==> src/rtl/dual_bank_irq_ctrl.sv <==
module dual_bank_irq_ctrl #(
  parameter int ADDR_W = 8
) (
  input  logic              clk,
  input  logic              rst_n,
  input  logic [63:0]       irq_src,
  input  logic              bus_sel,
  input  logic              bus_wr,
  input  logic [ADDR_W-1:0] bus_addr,
  input  logic [31:0]       bus_wdata,
  output logic [31:0]       bus_rdata,
  output logic              irq_out
);
  localparam logic [ADDR_W-1:0] OFS_CLR_LO  = ADDR_W'('h00);
  localparam logic [ADDR_W-1:0] OFS_CLR_HI  = ADDR_W'('h04);
  localparam logic [ADDR_W-1:0] OFS_EN_LO   = ADDR_W'('h10);
  localparam logic [ADDR_W-1:0] OFS_EN_HI   = ADDR_W'('h14);
  localparam logic [ADDR_W-1:0] OFS_STAT_LO = ADDR_W'('h18);
  localparam logic [ADDR_W-1:0] OFS_STAT_HI = ADDR_W'('h1C);
  localparam logic [ADDR_W-1:0] OFS_VEC     = ADDR_W'('h20);

  logic [63:0] pend_q, en_q, mstat, clr_mask;
  logic [31:0] rd_val;
  logic [5:0]  win_idx;
  logic        win_vld, wr_en, rd_en;

  assign wr_en    = bus_sel & bus_wr;
  assign rd_en    = bus_sel & ~bus_wr;
  assign clr_mask = {(wr_en && bus_addr == OFS_CLR_HI) ? bus_wdata : 32'h0,
                     (wr_en && bus_addr == OFS_CLR_LO) ? bus_wdata : 32'h0};
  assign mstat    = pend_q & en_q;
  assign irq_out  = |mstat;

  always_comb begin
    win_idx = '0;
    win_vld = 1'b0;
    for (int i = 63; i >= 0; i--) begin
      if (mstat[i]) begin
        win_idx = 6'(i);
        win_vld = 1'b1;
      end
    end
  end

  always_comb begin
    case (bus_addr)
      OFS_EN_LO:   rd_val = en_q[31:0];
      OFS_EN_HI:   rd_val = en_q[63:32];
      OFS_STAT_LO: rd_val = mstat[31:0];
      OFS_STAT_HI: rd_val = mstat[63:32];
      OFS_VEC:     rd_val = {win_vld, 25'h0, win_idx};
      default:     rd_val = 32'h0;
    endcase
  end

  always_ff @(posedge clk) begin
    if (!rst_n) begin
      pend_q    <= '0;
      en_q      <= '0;
      bus_rdata <= '0;
    end else begin
      pend_q    <= irq_src | (pend_q & ~clr_mask);
      if (wr_en && bus_addr == OFS_EN_LO) en_q[31:0]  <= bus_wdata;
      if (wr_en && bus_addr == OFS_EN_HI) en_q[63:32] <= bus_wdata;
      bus_rdata <= rd_en ? rd_val : 32'h0;
    end
  end

  p_src_sets_flag_r2: assert property (@(posedge clk) disable iff (!rst_n)
    1'b1 |=> ((pend_q & $past(irq_src)) == $past(irq_src)));

  p_flag_drop_needs_clear_r3: assert property (@(posedge clk) disable iff (!rst_n)
    1'b1 |=> (($past(pend_q) & ~pend_q & ~$past(clr_mask)) == 64'h0));

  p_irq_matches_vector_r8: assert property (@(posedge clk) disable iff (!rst_n)
    irq_out == win_vld);

  p_rdata_idle_r9: assert property (@(posedge clk) disable iff (!rst_n)
    !rd_en |=> (bus_rdata == 32'h0));

  // R10 as well: only enable-word writes may move the enables
  p_en_hold_r5: assert property (@(posedge clk) disable iff (!rst_n)
    !(wr_en && (bus_addr == OFS_EN_LO || bus_addr == OFS_EN_HI)) |=> $stable(en_q));
endmodule

==> config.mk <==
export PLATFORM = sky130hd
export DESIGN_NAME = dual_bank_irq_ctrl
export DESIGN_NICKNAME = d
export VERILOG_FILES = /design/src/rtl/dual_bank_irq_ctrl.sv
export SDC_FILE = /design/constraint.sdc
export NUM_CORES = 1
export LEC_CHECK = 0
export CORE_MARGIN = 3
export CORE_UTILIZATION = 52
export CTS_CLUSTER_DIAMETER = 120
export DETAILED_ROUTE_END_ITERATION = 12
export PLACE_DENSITY = 0.83
export SYNTH_ARGS = -nofsm -noshare
export SYNTH_HDL_FRONTEND = slang
export SYNTH_SLANG_ARGS = --single-unit
==> constraint.sdc <==
create_clock -name clk -period 2.5 [get_ports clk]
set_input_delay 0.75 -clock clk [delete_from_list [all_inputs] [get_ports clk]]
set_output_delay 0.75 -clock clk [all_outputs]
set_load 0.02 [all_outputs]
# --- After elaboration in Yosys (flattened, before gate mapping) ---
# Cells that the tools add are included.
op_classes:
  n_eq_ne: 6
  muxes: 131
  n_bitwise: 7
  reduce_logical: 7
op_table:
  columns: ["op", "n"]
  rows:
  - ["two-way mux 6 bit", 64]
  - ["one-hot mux 32 bit (5 select lines)", 1]
  - ["AND 64 bit", 2]
  - ["two-way mux 1 bit", 64]
  - ["two-way mux 32 bit", 2]
  - ["inverter 64 bit", 1]
  - ["bitwise OR 64 bit", 1]
  - ["OR reduction 64 bit", 1]
  - ["equality test 8 x 5 -> 1 bit, second input constant", 4]
  - ["equality test 8 x 3 -> 1 bit, second input constant", 1]
  - ["equality test 8 x 6 -> 1 bit, second input constant", 1]
  - ["logical NOT 8 bit", 1]
  - ["logical AND 1 bit", 4]
  - ["AND 1 bit", 2]
  - ["AND reduction 2 bit", 1]
  - ["inverter 1 bit", 1]
word_totals:
  regBits: 160
  in_bits: 108
  out_inout_bits: 33
  wordCells: 155

# --- Logic depth before layout (Yosys ltp) ---
depth:
  word_depth: 66
  ltp_mapped: 8
  depth_no_buf: 7

# --- Least setup slack after synthesis ---
# No wires, ideal clock.
synth_timing:
  kind: "reg2out"
  startpoint: "register pend_q[43]"
  endpoint: "output port irq_out"
  arrival_ns: 1.671
  required_ns: 1.750
  slack_ns: 0.079
  stages_incl_launch_ff: 6
  n_path_buf: 0
  cell_sequence: "dfxtp_1 > a22oi_4 > nand2_2 > or3_1 > nand2b_4 > or4b_4"
synth_via:
  elab_chain_len: 2
synth_rtl:
  columns: ["item", "line", "text"]
  rows:
  - ["from (decl)", "22", "logic [63:0] pend_q, en_q, mstat, clr_mask;"]
  - ["from (signal assigned)", "62", "pend_q <= irq_src | (pend_q & ~clr_mask);"]
  - ["AND 64 bit", "31", "assign mstat = pend_q & en_q;"]
  - ["OR reduction 64 bit", "32", "assign irq_out = |mstat;"]
  - ["to (decl)", "12", "output logic irq_out"]
# Every way passes these cells.

# --- Worst setup path after layout ---
layout_timing:
  startpoint: "register en_q[33]"
  endpoint: "output port irq_out"
layout_via:
  elab_chain_len: 2
layout_rtl:
  columns: ["item", "line", "text"]
  rows:
  - ["from (decl)", "22", null]
  - ["from (signal assigned)", "64", "if (wr_en && bus_addr == OFS_EN_HI) en_q[63:32] <= bus_wdata;"]
  - ["AND 64 bit", "31", null]
  - ["OR reduction 64 bit", "32", null]
# Every way passes these cells.

==> results.md <==
- Post-route total power: around 5.7 mW
- Number of buffers added on ports: between 100 and 150
- Final Hold Vio Count: 0
- Fraction of registers with async set/reset: 0
- Type of destination of the critical path: output port
- Number of stages on the worst hold path: 2
- Routed wire length on met2: between 10000 and 15000 um
- Required time of the worst setup path: about 1.8 ns
- Number of enable-type register cells in the synthesized netlist: 0
- Clock insertion delay at the later pin of the skew report: between 0.4 and 0.5 ns
- Maximum VDD drop: ~0.00055 V
- Portion of the post-synthesis area used by sequential elements: 0.428
- Synthesis warning total: 0
- Total count of max-transition violations in the final report: 0
- Clock root cell: sky130_fd_sc_hd__clkbuf_16
- Vertical extent of the die: between 100 and 150 um
- CTS H-Tree Depth: 4
- Vias: around 8400
- Share of layout cells above drive strength 1: 0.217
- Setup repair after global routing missed its margin: yes
- Post-layout nets: 1330
- Outcome: complete, but fails checks
- End of the worst register-to-register path: bus_rdata[31]
- Cell area after layout: 0.0112 mm2
- Main area contributors after synthesis: sky130_fd_sc_hd__dfxtp_1 (43%), sky130_fd_sc_hd__nand2_1 (13%), sky130_fd_sc_hd__mux2i_1 (8.6%)
- Final core utilization: 0.797
- Number of violations reported at the end of detailed-routing iteration 0: between 900 and 1000
- Standby leakage power: about 4.5 nW
- # setup viols final: 2
- Routed len/inst: roughly 19 um
- Relative slew margins: 0.272
- Largest net degree at the start of global routing: around 130
- Post-synthesis instance area: 0.00749 mm2
- First-pass GRT wire length: roughly 40000 um
- Flop and latch count out of synthesis: 160
- Clock sink count: 160
- Initial cell density of the core: 0.535
- CTS tree: done
- Ports: between 100 and 150
- Upper clock frequency limit: 321 MHz
- Average footprint of a synthesized cell: around 8.2 um2
- Transition time at the pin with the least slew margin: between 1 and 1.5 ns
- Hold buffer count at cts: 0
- Hold Path Sink: en_q[47]
- Count of unresolved DRC violations after routing: 0
- Setup CP Type: flip-flop to output port
- Library cell with the largest summed area after synthesis: sky130_fd_sc_hd__dfxtp_1
- Area after DPL: around 0.010 mm2
- Startpoint of the worst-slack reg-to-reg timing path: en_q[33]
- Detailed-route vias per instance: roughly 6.0
- Worst Reg-to-Reg Cells: 8
- Worst hold slack: approximately 0.51 ns
- Total of max-cap violations: 0
- Final critical path time including I/O delays and setup: 3.12 ns
- Most common flop cell mapped by yosys: sky130_fd_sc_hd__dfxtp_1
- Violated checks: negative setup slack
- Number of antenna cells inserted: 0
- Worst hold path startpoint: en_q[47]
- Fraction of the cycle the final worst path needs: 1.25
- Final HPWL from detailed placement: 18000 um
- Overall die width: ~130 um
- Power per unit of standard cell area: between 500 and 600 mW/mm2
- Synthesized instance count: 908
- Post-route setup slack: -0.620 ns
- Most repeated cell in the gate-level netlist after synthesis: sky130_fd_sc_hd__nand2_1
- Register-to-register setup slack: ~0.21 ns
- Number of rows created at floorplan: 43
- P&R area growth vs syn: 49.0%
- Highest metal layer with signal wires: met4
- Met1 Routed Length: between 10000 and 15000 um
- Yosys cell types: 43
- Number of buffers added by the clock tree synthesis step: 17
- Clock skew after layout: between 0.004 and 0.005 ns
- Net count after synthesis: ~1000
- Critical path fanouts, max: 2
- Clock slew at the register clock pins of the worst setup and hold paths: ~0.060 ns
- Die Area: between 0.015 and 0.02 mm2
- Met3 wire length: between 2000 and 2500 um
- Overall track demand over capacity in global routing: 0.322
- Core Box Area: 0.0140 mm2
- Startpoint class of the critical path: flip-flop
- Vias in the first global route: 8356
- Number of antenna violations at the first check in global routing: 0
- First drt pass iteration count: 5
- Share of the synthesized area in the top cell type: 0.428
- Weighted congestion at the end of routability-driven global placement: a little under 0.9
- Worst EP arrival: between 2 and 2.5 ns
- Clk buf depth: 2
- Min-delay worst type: flip-flop to flip-flop
- Wire length reported by the detailed router: 26800 um
- Most frequent cells after synthesis: sky130_fd_sc_hd__nand2_1 (254), sky130_fd_sc_hd__dfxtp_1 (160), sky130_fd_sc_hd__a21oi_1 (81), sky130_fd_sc_hd__a21boi_0 (68), sky130_fd_sc_hd__nor2b_1 (66)
- Number of nets still failing antenna checks after routing: 0
- Total gr overflow: 0
[power by group]
group	total, mW	switching (mW)	internal [mW]
combinational	0.625	0.269	0.356
sequential	2.67	0.0484	2.63
clock	2.43	0.995	1.44
[worst max-delay path: stages, from the launching register on]
cell	delay [ns]
sky130_fd_sc_hd__dfxtp_1	0.32
sky130_fd_sc_hd__a22oi_2	0.24
sky130_fd_sc_hd__nand4_1	0.17
sky130_fd_sc_hd__or3_4	0.36
sky130_fd_sc_hd__nand2b_4	0.16
sky130_fd_sc_hd__or4b_4	0.52
sky130_fd_sc_hd__buf_6	0.16
[worst max-delay path by stage]
| stage | cells after the start | start | slack [ns] | endpoint |
|---|---|---|---|---|
| after floorplan | 5 | pend_q[43] | 0.08 | irq_out |
| after detailed placement | 6 | pend_q[39] | -0.65 | irq_out |
| final | 6 | en_q[33] | -0.62 | irq_out |
| after CTS | 6 | en_q[39] | -0.61 | irq_out |
| after global placement | 6 | pend_q[39] | -0.54 | irq_out |
| after global routing | 6 | en_q[47] | -0.63 | irq_out |
[layer usage]
| metal | vias up | global-route usage |
|---|---|---|
| li1 | 3820 | - |
| met1 | 3936 | 0.389 |
| met2 | 544 | 0.541 |
| met3 | 111 | 0.0657 |
| met4 | 0 | 0.169 |
| met5 | - | 0 |
[state kept, by name, indices dropped and copies added, names as in the netlist]
signal / cells
en_q: 64
pend_q: 64
bus_rdata: 32
[cell usage in the layout, fill, tap and decap left out, types with 4 or more instances in the layout]
cell type	Yosys	routed
sky130_fd_sc_hd__clkbuf_16	0	18
sky130_fd_sc_hd__dfxtp_1	160	157
sky130_fd_sc_hd__clkdlybuf4s50_1	0	137
sky130_fd_sc_hd__nand2_1	254	254
sky130_fd_sc_hd__o21ai_0	14	14
sky130_fd_sc_hd__a21boi_0	68	68
sky130_fd_sc_hd__nand4_1	4	4
sky130_fd_sc_hd__clkbuf_8	0	7
sky130_fd_sc_hd__buf_4	0	202
sky130_fd_sc_hd__a211oi_1	29	29
sky130_fd_sc_hd__nor2b_1	66	64
sky130_fd_sc_hd__a22oi_2	4	11
sky130_fd_sc_hd__a32o_1	5	5
sky130_fd_sc_hd__a22oi_1	24	17
sky130_fd_sc_hd__a31oi_1	5	5
sky130_fd_sc_hd__and3_1	6	5
sky130_fd_sc_hd__nor2_1	9	9
sky130_fd_sc_hd__a32oi_1	4	4
sky130_fd_sc_hd__a21oi_1	81	81
sky130_fd_sc_hd__mux2i_1	64	64
sky130_fd_sc_hd__nor4_2	0	4
sky130_fd_sc_hd__nand3_1	20	20
[stage by stage]
step	worst slack (ns)	instances	TNS [ns]
after global placement	-0.535	1379	-20.44
after CTS	-0.607	1411	-0.607
after detailed placement	-0.654	1379	-24.65
after global routing	-0.629	1413	-0.732
final	-0.620	1413	-0.674
after floorplan	0.0786	908	0
[timing repair]
action / 4_1_cts / 5_1_grt
pin swaps: 6 / 6
setup buffers: 2 / 1
resized for setup: 16 / 14
endpoints found under the setup margin: 1 / 17
cloned: 0 / 1
[area by class of cell]
type                    count  area [um2]
repair buffers            345        2980
flip-flops and latches    160        3210
clock inverters             4        25.0
fillers                   844        2830
well taps                 180         225
clock buffers              26         529
multi-input cells         698        4190
[cell families (layout without fill, tap and decap cells)]
logic type / Yosys count / count (layout) / share of synthesized area
simple gates: 385 / 385 / 0.234
mux: 64 / 64 / 0.0855
buf+inv: 50 / 375 / 0.0269
compound gates: 249 / 249 / 0.226
flops: 160 / 160 / 0.428
Power figures use the tool's default switching activity.
